$ cat config.mk
export PLATFORM = sky130hd
export DESIGN_NAME = irq_enpend_bank
export DESIGN_NICKNAME = d
export VERILOG_FILES = /design/src/rtl/irq_bank_pkg.sv /design/src/rtl/irq_edge_fsm.sv /design/src/rtl/irq_bus_decode.sv /design/src/rtl/irq_state_regs.sv /design/src/rtl/irq_enpend_bank.sv
export SDC_FILE = /design/constraint.sdc
export NUM_CORES = 1
export LEC_CHECK = 0
export CAP_MARGIN = 20
export CORE_MARGIN = 4
export CORE_UTILIZATION = 40
export CTS_CLUSTER_DIAMETER = 50
export CTS_CLUSTER_SIZE = 16
export DETAILED_ROUTE_END_ITERATION = 10
export PLACE_DENSITY_LB_ADDON = 0.15
export SKIP_CTS_REPAIR_TIMING = 1
export SLEW_MARGIN = 0
export SYNTH_ARGS = -nofsm -noshare
export SYNTH_HDL_FRONTEND = slang
export SYNTH_SLANG_ARGS = --single-unit
export TNS_END_PERCENT = 30
$ cat constraint.sdc
create_clock -name clk -period 1.1 [get_ports clk]
set_input_delay 0.11 -clock clk [delete_from_list [all_inputs] [get_ports clk]]
set_output_delay 0.11 -clock clk [all_outputs]
set_load 0.1 [all_outputs]
$ cat src/rtl/irq_bank_pkg.sv
package irq_bank_pkg;

    localparam int unsigned BUS_ADDR_W = 2;

    typedef enum logic [BUS_ADDR_W-1:0] {
        REG_EN_SET = 2'd0,
        REG_EN_CLR = 2'd1,
        REG_PD_SET = 2'd2,
        REG_PD_CLR = 2'd3
    } reg_sel_e;

    typedef enum logic {
        LINE_IDLE     = 1'b0,
        LINE_ASSERTED = 1'b1
    } line_state_e;

endpackage

$ cat src/rtl/irq_edge_fsm.sv
module irq_edge_fsm
    import irq_bank_pkg::*;
(
    input  logic clk,
    input  logic rst_n,
    input  logic req,
    output logic rise
);

    line_state_e state_q;
    line_state_e state_d;

    // Next-state logic.
    always_comb begin
        state_d = state_q;
        unique case (state_q)
            LINE_IDLE:     if (req)  state_d = LINE_ASSERTED;
            LINE_ASSERTED: if (!req) state_d = LINE_IDLE;
        endcase
    end

    // State register.
    always_ff @(posedge clk or negedge rst_n) begin
        if (!rst_n) state_q <= LINE_IDLE;
        else        state_q <= state_d;
    end

    // Output process: pulse on the LINE_IDLE -> LINE_ASSERTED transition.
    always_comb begin
        rise = 1'b0;
        unique case (state_q)
            LINE_IDLE:     rise = req;
            LINE_ASSERTED: rise = 1'b0;
        endcase
    end

endmodule

$ cat src/rtl/irq_bus_decode.sv
module irq_bus_decode
    import irq_bank_pkg::*;
#(
    parameter int unsigned NUM_LINES = 32
) (
    input  logic                  bus_valid,
    input  logic                  bus_write,
    input  logic [BUS_ADDR_W-1:0] bus_addr,
    input  logic [NUM_LINES-1:0]  bus_wdata,
    output logic [NUM_LINES-1:0]  en_set,
    output logic [NUM_LINES-1:0]  en_clr,
    output logic [NUM_LINES-1:0]  pd_set,
    output logic [NUM_LINES-1:0]  pd_clr,
    output logic                  rd_stb,
    output logic                  rd_pend
);

    reg_sel_e sel;

    assign sel     = reg_sel_e'(bus_addr);
    assign rd_stb  = bus_valid && !bus_write;
    assign rd_pend = (sel == REG_PD_SET) || (sel == REG_PD_CLR);

    always_comb begin
        en_set = '0;
        en_clr = '0;
        pd_set = '0;
        pd_clr = '0;
        if (bus_valid && bus_write) begin
            unique case (sel)
                REG_EN_SET: en_set = bus_wdata;
                REG_EN_CLR: en_clr = bus_wdata;
                REG_PD_SET: pd_set = bus_wdata;
                REG_PD_CLR: pd_clr = bus_wdata;
            endcase
        end
    end

endmodule

$ cat src/rtl/irq_state_regs.sv
module irq_state_regs #(
    parameter int unsigned NUM_LINES = 32
) (
    input  logic                 clk,
    input  logic                 rst_n,
    input  logic [NUM_LINES-1:0] en_set,
    input  logic [NUM_LINES-1:0] en_clr,
    input  logic [NUM_LINES-1:0] pd_set,
    input  logic [NUM_LINES-1:0] pd_clr,
    input  logic [NUM_LINES-1:0] hw_rise,
    output logic [NUM_LINES-1:0] en_q,
    output logic [NUM_LINES-1:0] pend_q,
    output logic [NUM_LINES-1:0] act_q
);

    logic [NUM_LINES-1:0] en_d;
    logic [NUM_LINES-1:0] pend_d;

    always_comb begin
        en_d   = (en_q | en_set) & ~en_clr;
        // Hardware edge is ORed last so it wins over a clear.
        pend_d = ((pend_q | pd_set) & ~pd_clr) | hw_rise;
    end

    always_ff @(posedge clk or negedge rst_n) begin
        if (!rst_n) begin
            en_q   <= '0;
            pend_q <= '0;
            act_q  <= '0;
        end else begin
            en_q   <= en_d;
            pend_q <= pend_d;
            act_q  <= en_q & pend_q;
        end
    end

endmodule

$ cat src/rtl/irq_enpend_bank.sv
module irq_enpend_bank
    import irq_bank_pkg::*;
#(
    parameter int unsigned NUM_LINES = 32
) (
    input  logic                  clk,
    input  logic                  rst_n,
    input  logic                  bus_valid,
    input  logic                  bus_write,
    input  logic [BUS_ADDR_W-1:0] bus_addr,
    input  logic [NUM_LINES-1:0]  bus_wdata,
    output logic [NUM_LINES-1:0]  bus_rdata,
    input  logic [NUM_LINES-1:0]  irq_req,
    output logic [NUM_LINES-1:0]  irq_active
);

    logic [NUM_LINES-1:0] en_set, en_clr, pd_set, pd_clr;
    logic [NUM_LINES-1:0] hw_rise;
    logic [NUM_LINES-1:0] en_q, pend_q;
    logic                 rd_stb, rd_pend;
    logic [NUM_LINES-1:0] rdata_q;

    irq_bus_decode #(.NUM_LINES(NUM_LINES)) decode_i (
        .bus_valid (bus_valid),
        .bus_write (bus_write),
        .bus_addr  (bus_addr),
        .bus_wdata (bus_wdata),
        .en_set    (en_set),
        .en_clr    (en_clr),
        .pd_set    (pd_set),
        .pd_clr    (pd_clr),
        .rd_stb    (rd_stb),
        .rd_pend   (rd_pend)
    );

    for (genvar i = 0; i < NUM_LINES; i++) begin : g_line
        irq_edge_fsm edge_i (
            .clk   (clk),
            .rst_n (rst_n),
            .req   (irq_req[i]),
            .rise  (hw_rise[i])
        );
    end

    irq_state_regs #(.NUM_LINES(NUM_LINES)) state_i (
        .clk     (clk),
        .rst_n   (rst_n),
        .en_set  (en_set),
        .en_clr  (en_clr),
        .pd_set  (pd_set),
        .pd_clr  (pd_clr),
        .hw_rise (hw_rise),
        .en_q    (en_q),
        .pend_q  (pend_q),
        .act_q   (irq_active)
    );

    always_ff @(posedge clk or negedge rst_n) begin
        if (!rst_n)      rdata_q <= '0;
        else if (rd_stb) rdata_q <= rd_pend ? pend_q : en_q;
    end

    assign bus_rdata = rdata_q;

endmodule

==> results of run 1 <==
==> layout by cell type, fill, tap and decap left out, drive strengths merged <==
master,n
dfrtp,160
buf,106
nand2,70
clkdlybuf4s50,64
inv,38
mux2i,38
nand4,32
o221ai,32
and2,32
o21ai,32
a21oi,26
a31oi,26
clkbuf,22
bufinv,5
clkinvlp,3
clkinv,2
and3b,1
nand2b,1
dlygate4sd3,1
==> metal layers <==
layer  share of wire (%)  vias up  routed length (µm)  global-route usage, %
met5                   0        -                   0                      0
met4                 1.4        0                 224                   7.12
met3                 5.5       20                 847                   6.03
met2                  50      150                7800                   29.9
met1                  43     2305                6610                   23.3
li1                    -     2158                   -                      -
==> state kept, by name (all words and copies together) (netlist names) <==
signal and count:
bus_rdata 32, g_line.edge_i.state_q 32, state_i.act_q 32, state_i.en_q 32, state_i.pend_q 32
==> cell usage after synthesis <==
master / n
dfrtp_1: 160
nand2_1: 70
inv_1: 38
mux2i_1: 38
and2_1: 32
nand4_1: 32
o21ai_1: 32
o221ai_1: 32
a21oi_1: 26
a31oi_1: 26
buf_2: 16
clkbuf_1: 12
buf_6: 4
buf_4: 3
and3b_1: 1
buf_1: 1
nand2b_1: 1
==> path summary, 6_finish.rpt <==
path / start / endpoint / slack (ns) / depth (start not counted)
setup reg to reg: bus_rdata[1] / bus_rdata[1] / 0.30 / 3
max in group asynchronous: rst_n / bus_rdata[17] / 0.41 / 3
hold / removal: bus_addr[0] / state_i.pend_q[3] / 0.08 / 2
setup / recovery: bus_rdata[21] / bus_rdata[21] / -0.05 / 1
min in group asynchronous: rst_n / state_i.act_q[30] / 0.13 / 2
hold reg to reg: g_line[6].edge_i.state_q / state_i.pend_q[6] / 0.47 / 1
==> per-stage QoR <==
| step | utilization, % | area [µm²] | std cells | hold WS [ns] |
|---|---|---|---|---|
| 2_1_floorplan | - | 6150 | 524 | -0.186 |
| 3_3_place_gp | 56.4 | 8510 | 840 | -0.00352 |
| 3_5_place_dp | 56.4 | 8510 | 840 | -0.00373 |
| 4_1_cts | 60.7 | 9160 | 872 | -0.454 |
| 5_1_grt | 61.1 | 9220 | 879 | 0.0854 |
| 6_report | 61.1 | 9220 | 879 | 0.0766 |
==> cell type report <==
| type | instances | area, µm² | area share, % |
|---|---|---|---|
| multi-input cells | 290 | 1800 | 19.5 |
| repair buffers | 171 | 2380 | 25.8 |
| well taps | 188 | 235 | 2.55 |
| inverters | 38 | 143 | 1.55 |
| clock inverters | 10 | 183 | 1.98 |
| flip-flops and latches | 160 | 4020 | 43.6 |
| clock buffers | 22 | 464 | 5.04 |
==> power groups by stage <==
stage	clock network [mW]	logic [mW]	registers [mW]
2_1_floorplan	0	1.02	10.8
3_3_place_gp	0	7.38	7.63
3_5_place_dp	0	7.46	7.67
4_1_cts	6.52	7.48	7.58
5_1_grt	6.79	7.78	7.68
6_report	6.41	7.48	7.57
==> cell families after synthesis <==
| group | count (synthesis) | synth area share, % |
|---|---|---|
| compound gates | 116 | 12.0 |
| buf+inv | 74 | 5.53 |
| flops | 160 | 65.3 |
| mux | 38 | 6.20 |
| simple gates | 136 | 11.1 |
==> flow_summary.ini, run 1 <==
[status]
status = complete, but fails checks
failed_checks = negative setup slack

[floorplanning]
start_util_pct = 40.7
die_area_mm2 = 0.0174
die_h_um = 132
num_rows = 45
die_w_um = 132
ios = 134
fp.coreArea_mm2 = 0.0151

[timing]
finClkSkew_ns = 0.00753
setup_tns_ns = -0.901
setup_viol = 47
period_minus_slack_ns = 1.15
fin_ws_ns = -0.0535
hold_viol = 0
finalCritPeriodShare_pct = 105
max_freq_ghz = 0.867
tightest_slew_ns = 0.274
rsz0062_at_grt = yes
slew_viol_final = 0
slew_headroom_pct = 81.8

[routing]
vias = 4633
via_per_inst = 5.27
drt-total-wl_mm = 15.5
route.detailed.drc = 0
ant_nets = 0
first_pass_iters = 4
wl_per_cell_um = 17.6
dr.first_iter.drc_count = 282

[clock_tree]
cts_buffers = 17
cts_max_level = 4
cts_max_path_buffers = 2
cts_root_buffer = clkbuf_16
cts.sinks = 160
cts_tree = yes
clkTransAtPathRegs_ns = 0.06
clkLatencyLatePin_ns = 0.42

[worst_setup_path]
crit_type = flop to output port
endpoint_kind = output port
max_stage_delay_ns = 0.43
cp_slowest_cell = dfrtp_1
worstPathCellList = buf_12
critical_path_arrival_ns = 1.04
crit_family = flip-flops
required_ns = 0.99
crit_buf_inv = 1
worst_setup_path_start_kind = flop
crit_fanout = 2

[global_routing]
grt_overflow = 0
grt_pass1_wl_mm = 25.5
grt_pass1_vias = 4984
grt_max_degree = 52
grt_use_total_pct = 18.5
grt_antenna_before_repair = 0

[power]
power_frac_seq_pct = 35.3
powerDensity_mw_per_mm2 = 2330
p_leak_nw = 4.20
power.switching_mw = 7.76
p_sw_share_pct = 36.2
clock_power_share_pct = 29.9
p_int_mw = 13.7
power.total_mw = 21.5
p_comb_share_pct = 34.9
ir_worst_vdd_uv = 1250

[final_layout]
fillers = 1207
areaGrowthSynthToFinish_pct = 50.2
diodes = 0
drive_gt1_share_pct = 21.1
nNetsFinal = 748

[synthesis]
ys_types = 17
syn_avg_cell_area_um2 = 11.7
synth-seq-cells = 160
synth_top_area_cell = dfrtp_1
syn-num-nets = 594
yosysTopAreaCellShare_pct = 65.3
synth_cells = 524
synth_area_mm2 = 0.00613
synth_area_leaders = dfrtp_1 65%, mux2i_1 6.2%, o221ai_1 4.6%
ys_warn_count = 0
synth_seq_area_share_pct = 65.3

[place]
dp_hpwl_mm = 10.4
pre_cts_ws_ns = -0.0257
routabilityCongestion = 0.748
place.port_buffers = 133

[flow_run]
cap_viol_max_count = 0

[worst_hold_path]
hold_path.class = primary input to flop
Note: power is estimated with default switching activity, not from simulation.
==> run 2: changes to the inputs <==
--- a/config.mk
+++ b/config.mk
@@ -11,6 +11,7 @@
 export CTS_CLUSTER_DIAMETER = 50
 export CTS_CLUSTER_SIZE = 16
 export DETAILED_ROUTE_END_ITERATION = 10
+export MAX_ROUTING_LAYER = met4
 export PLACE_DENSITY_LB_ADDON = 0.15
 export SKIP_CTS_REPAIR_TIMING = 1
 export SLEW_MARGIN = 0
==> run 2 against run 1 <==
The run still ends with negative setup slack left. Largest cell class unchanged. Non-clock buffer count unchanged. Setup slack improved by 0.0020 ns. Maximum frequency increased by 0.17%. Critical endpoint is now bus_rdata[1]. Final cell count unchanged. Global-route usage increased by 0.53 points. Clock-buffer cell count unchanged. Utilization unchanged. Sequential cell count unchanged. Register-to-register slack about the same. Routed wire length increased by 0.43%.
==> flow_summary.ini, run 2 (synthesized netlist as in run 1, its figures left out) <==
[final_layout]
nNetsFinal = 748
final-seq-area_mm2 = 0.00402
utilization_pct = 61.1
instances_no_fill = 879
areaGrowthSynthToFinish_pct = 50.2
diodes = 0
drive_gt1_share_pct = 21.1
multi_input_area_mm2 = 0.00180
final_cell_mix = 151 x dfrtp_1, 75 x buf_12, 70 x nand2_1, 64 x clkdlybuf4s50_1
final_common_cell = dfrtp_1
fin_area_mm2 = 0.00922
fillers = 1207

[worst_setup_path]
endpoint_kind = output port
required_ns = 0.99
worst_setup_path_start_kind = flop
crit_type = flop to output port
worstPathCellList = buf_12
max_stage_delay_ns = 0.43
crit_family = flip-flops
crit_fanout = 2
crit_buf_inv = 1
cp_slowest_cell = dfrtp_1
critical_path_arrival_ns = 1.04

[timing]
setup_viol = 46
period_minus_slack_ns = 1.15
setup_tns_ns = -0.878
tightest_slew_ns = 0.275
rsz0062_at_grt = yes
finClkSkew_ns = 0.00681
hold_viol = 0
slew_viol_final = 0
max_freq_ghz = 0.868
finalCritPeriodShare_pct = 105
fin_ws_ns = -0.0515
slew_headroom_pct = 81.7

[global_routing]
grt_max_degree = 52
grt_overflow = 0
grt_antenna_before_repair = 0
grt_pass1_wl_mm = 25.5
grt_use_total_pct = 19.0
grt_pass1_vias = 4972

[routing]
drt-total-wl_mm = 15.5
dr.first_iter.drc_count = 260
vias = 4687
via_per_inst = 5.33
wl_per_cell_um = 17.7
first_pass_iters = 5
ant_nets = 0
route.detailed.drc = 0

[clock_tree]
cts_buffers = 17
cts_root_buffer = clkbuf_16
clkTransAtPathRegs_ns = 0.06
cts_tree = yes
cts.sinks = 160
clkLatencyLatePin_ns = 0.42
cts_max_level = 4
cts_max_path_buffers = 2

[floorplanning]
fp.coreArea_mm2 = 0.0151
die_w_um = 132
die_area_mm2 = 0.0174
ios = 134
num_rows = 45
die_h_um = 132
start_util_pct = 40.7

[power]
powerDensity_mw_per_mm2 = 2330
p_leak_nw = 4.20
ir_worst_vdd_uv = 1250

[place]
routabilityCongestion = 0.757
dp_hpwl_mm = 10.4
dp_cells = 840
place.port_buffers = 133
placed_area_mm2 = 0.00851

[worst_hold_path]
hold_path.class = primary input to flop

[status]
failed_checks = negative setup slack
status = complete, but fails checks

[flow_run]
cap_viol_max_count = 0
## run 2: cell counts in the layout (fill, tap and decap cells not counted)
Identical to the previous run, type by type.
## run 2: cell type report
| type | instances | area share (%) |
|---|---|---|
| flip-flops and latches | 160 | 43.6 |
| clock inverters | 10 | 1.98 |
| multi-input cells | 290 | 19.5 |
| repair buffers | 171 | 25.8 |
| inverters | 38 | 1.55 |
| well taps | 188 | 2.55 |
| clock buffers | 22 | 5.04 |
## run 2: final timing paths
path	start	endpoint	slack, ns	cells after the start
setup / recovery	bus_rdata[1]	bus_rdata[1]	-0.05	1
hold / removal	bus_addr[0]	state_i.pend_q[3]	0.08	2
setup reg to reg	bus_rdata[1]	bus_rdata[1]	0.30	3
hold reg to reg	g_line[6].edge_i.state_q	state_i.pend_q[6]	0.47	1
max in group asynchronous	rst_n	bus_rdata[17]	0.41	3
min in group asynchronous	rst_n	g_line[30].edge_i.state_q	0.13	2
## run 2: layer usage
| layer | global-route usage [%] | wire (µm) | up-vias |
|---|---|---|---|
| met5 | - | 0 | - |
| met2 | 30.0 | 7720 | 161 |
| met3 | 5.11 | 782 | 29 |
| met4 | 7.64 | 303 | 0 |
| li1 | - | - | 2159 |
| met1 | 23.5 | 6740 | 2338 |
## run 2: worst reg2reg max path, delay by kind of cell (launching register included)
kind	cells	cell delay, ns
AO/OA/AOI/OAI	1	0.06
buffers and inverters	1	0.16
flip-flops	1	0.43
AND/OR/NAND/NOR	1	0.05
## run 2: where the power goes
group | switching [mW] | leakage, nW | internal [mW]
Sequential | 0.771 | 1.78 | 6.80
Clock | 2.26 | 0.306 | 4.14
Combinational | 4.72 | 2.11 | 2.76
## run 2: through the flow
step	setup slack [ns]	hold WS, ns	power (mW)
2_1_floorplan	-0.0577	-0.186	11.8
3_3_place_gp	0.0269	-0.00352	15.0
3_5_place_dp	-0.0257	-0.00373	15.1
4_1_cts	-0.0766	-0.454	21.6
5_1_grt	-0.0946	0.0879	22.2
6_report	-0.0515	0.0800	21.5
==> run 3: changes to the inputs <==
--- a/config.mk
+++ b/config.mk
@@ -5,12 +5,14 @@
 export SDC_FILE = /design/constraint.sdc
 export NUM_CORES = 1
 export LEC_CHECK = 0
+export ABC_CLOCK_PERIOD_IN_PS = 1100
 export CAP_MARGIN = 20
 export CORE_MARGIN = 4
 export CORE_UTILIZATION = 40
 export CTS_CLUSTER_DIAMETER = 50
 export CTS_CLUSTER_SIZE = 16
 export DETAILED_ROUTE_END_ITERATION = 10
+export GPL_ROUTABILITY_DRIVEN = 0
 export MAX_ROUTING_LAYER = met4
 export PLACE_DENSITY_LB_ADDON = 0.15
 export SKIP_CTS_REPAIR_TIMING = 1
==> results of run 3 <==
No change in the layout: final DEF, timing and power equal those of run 2.
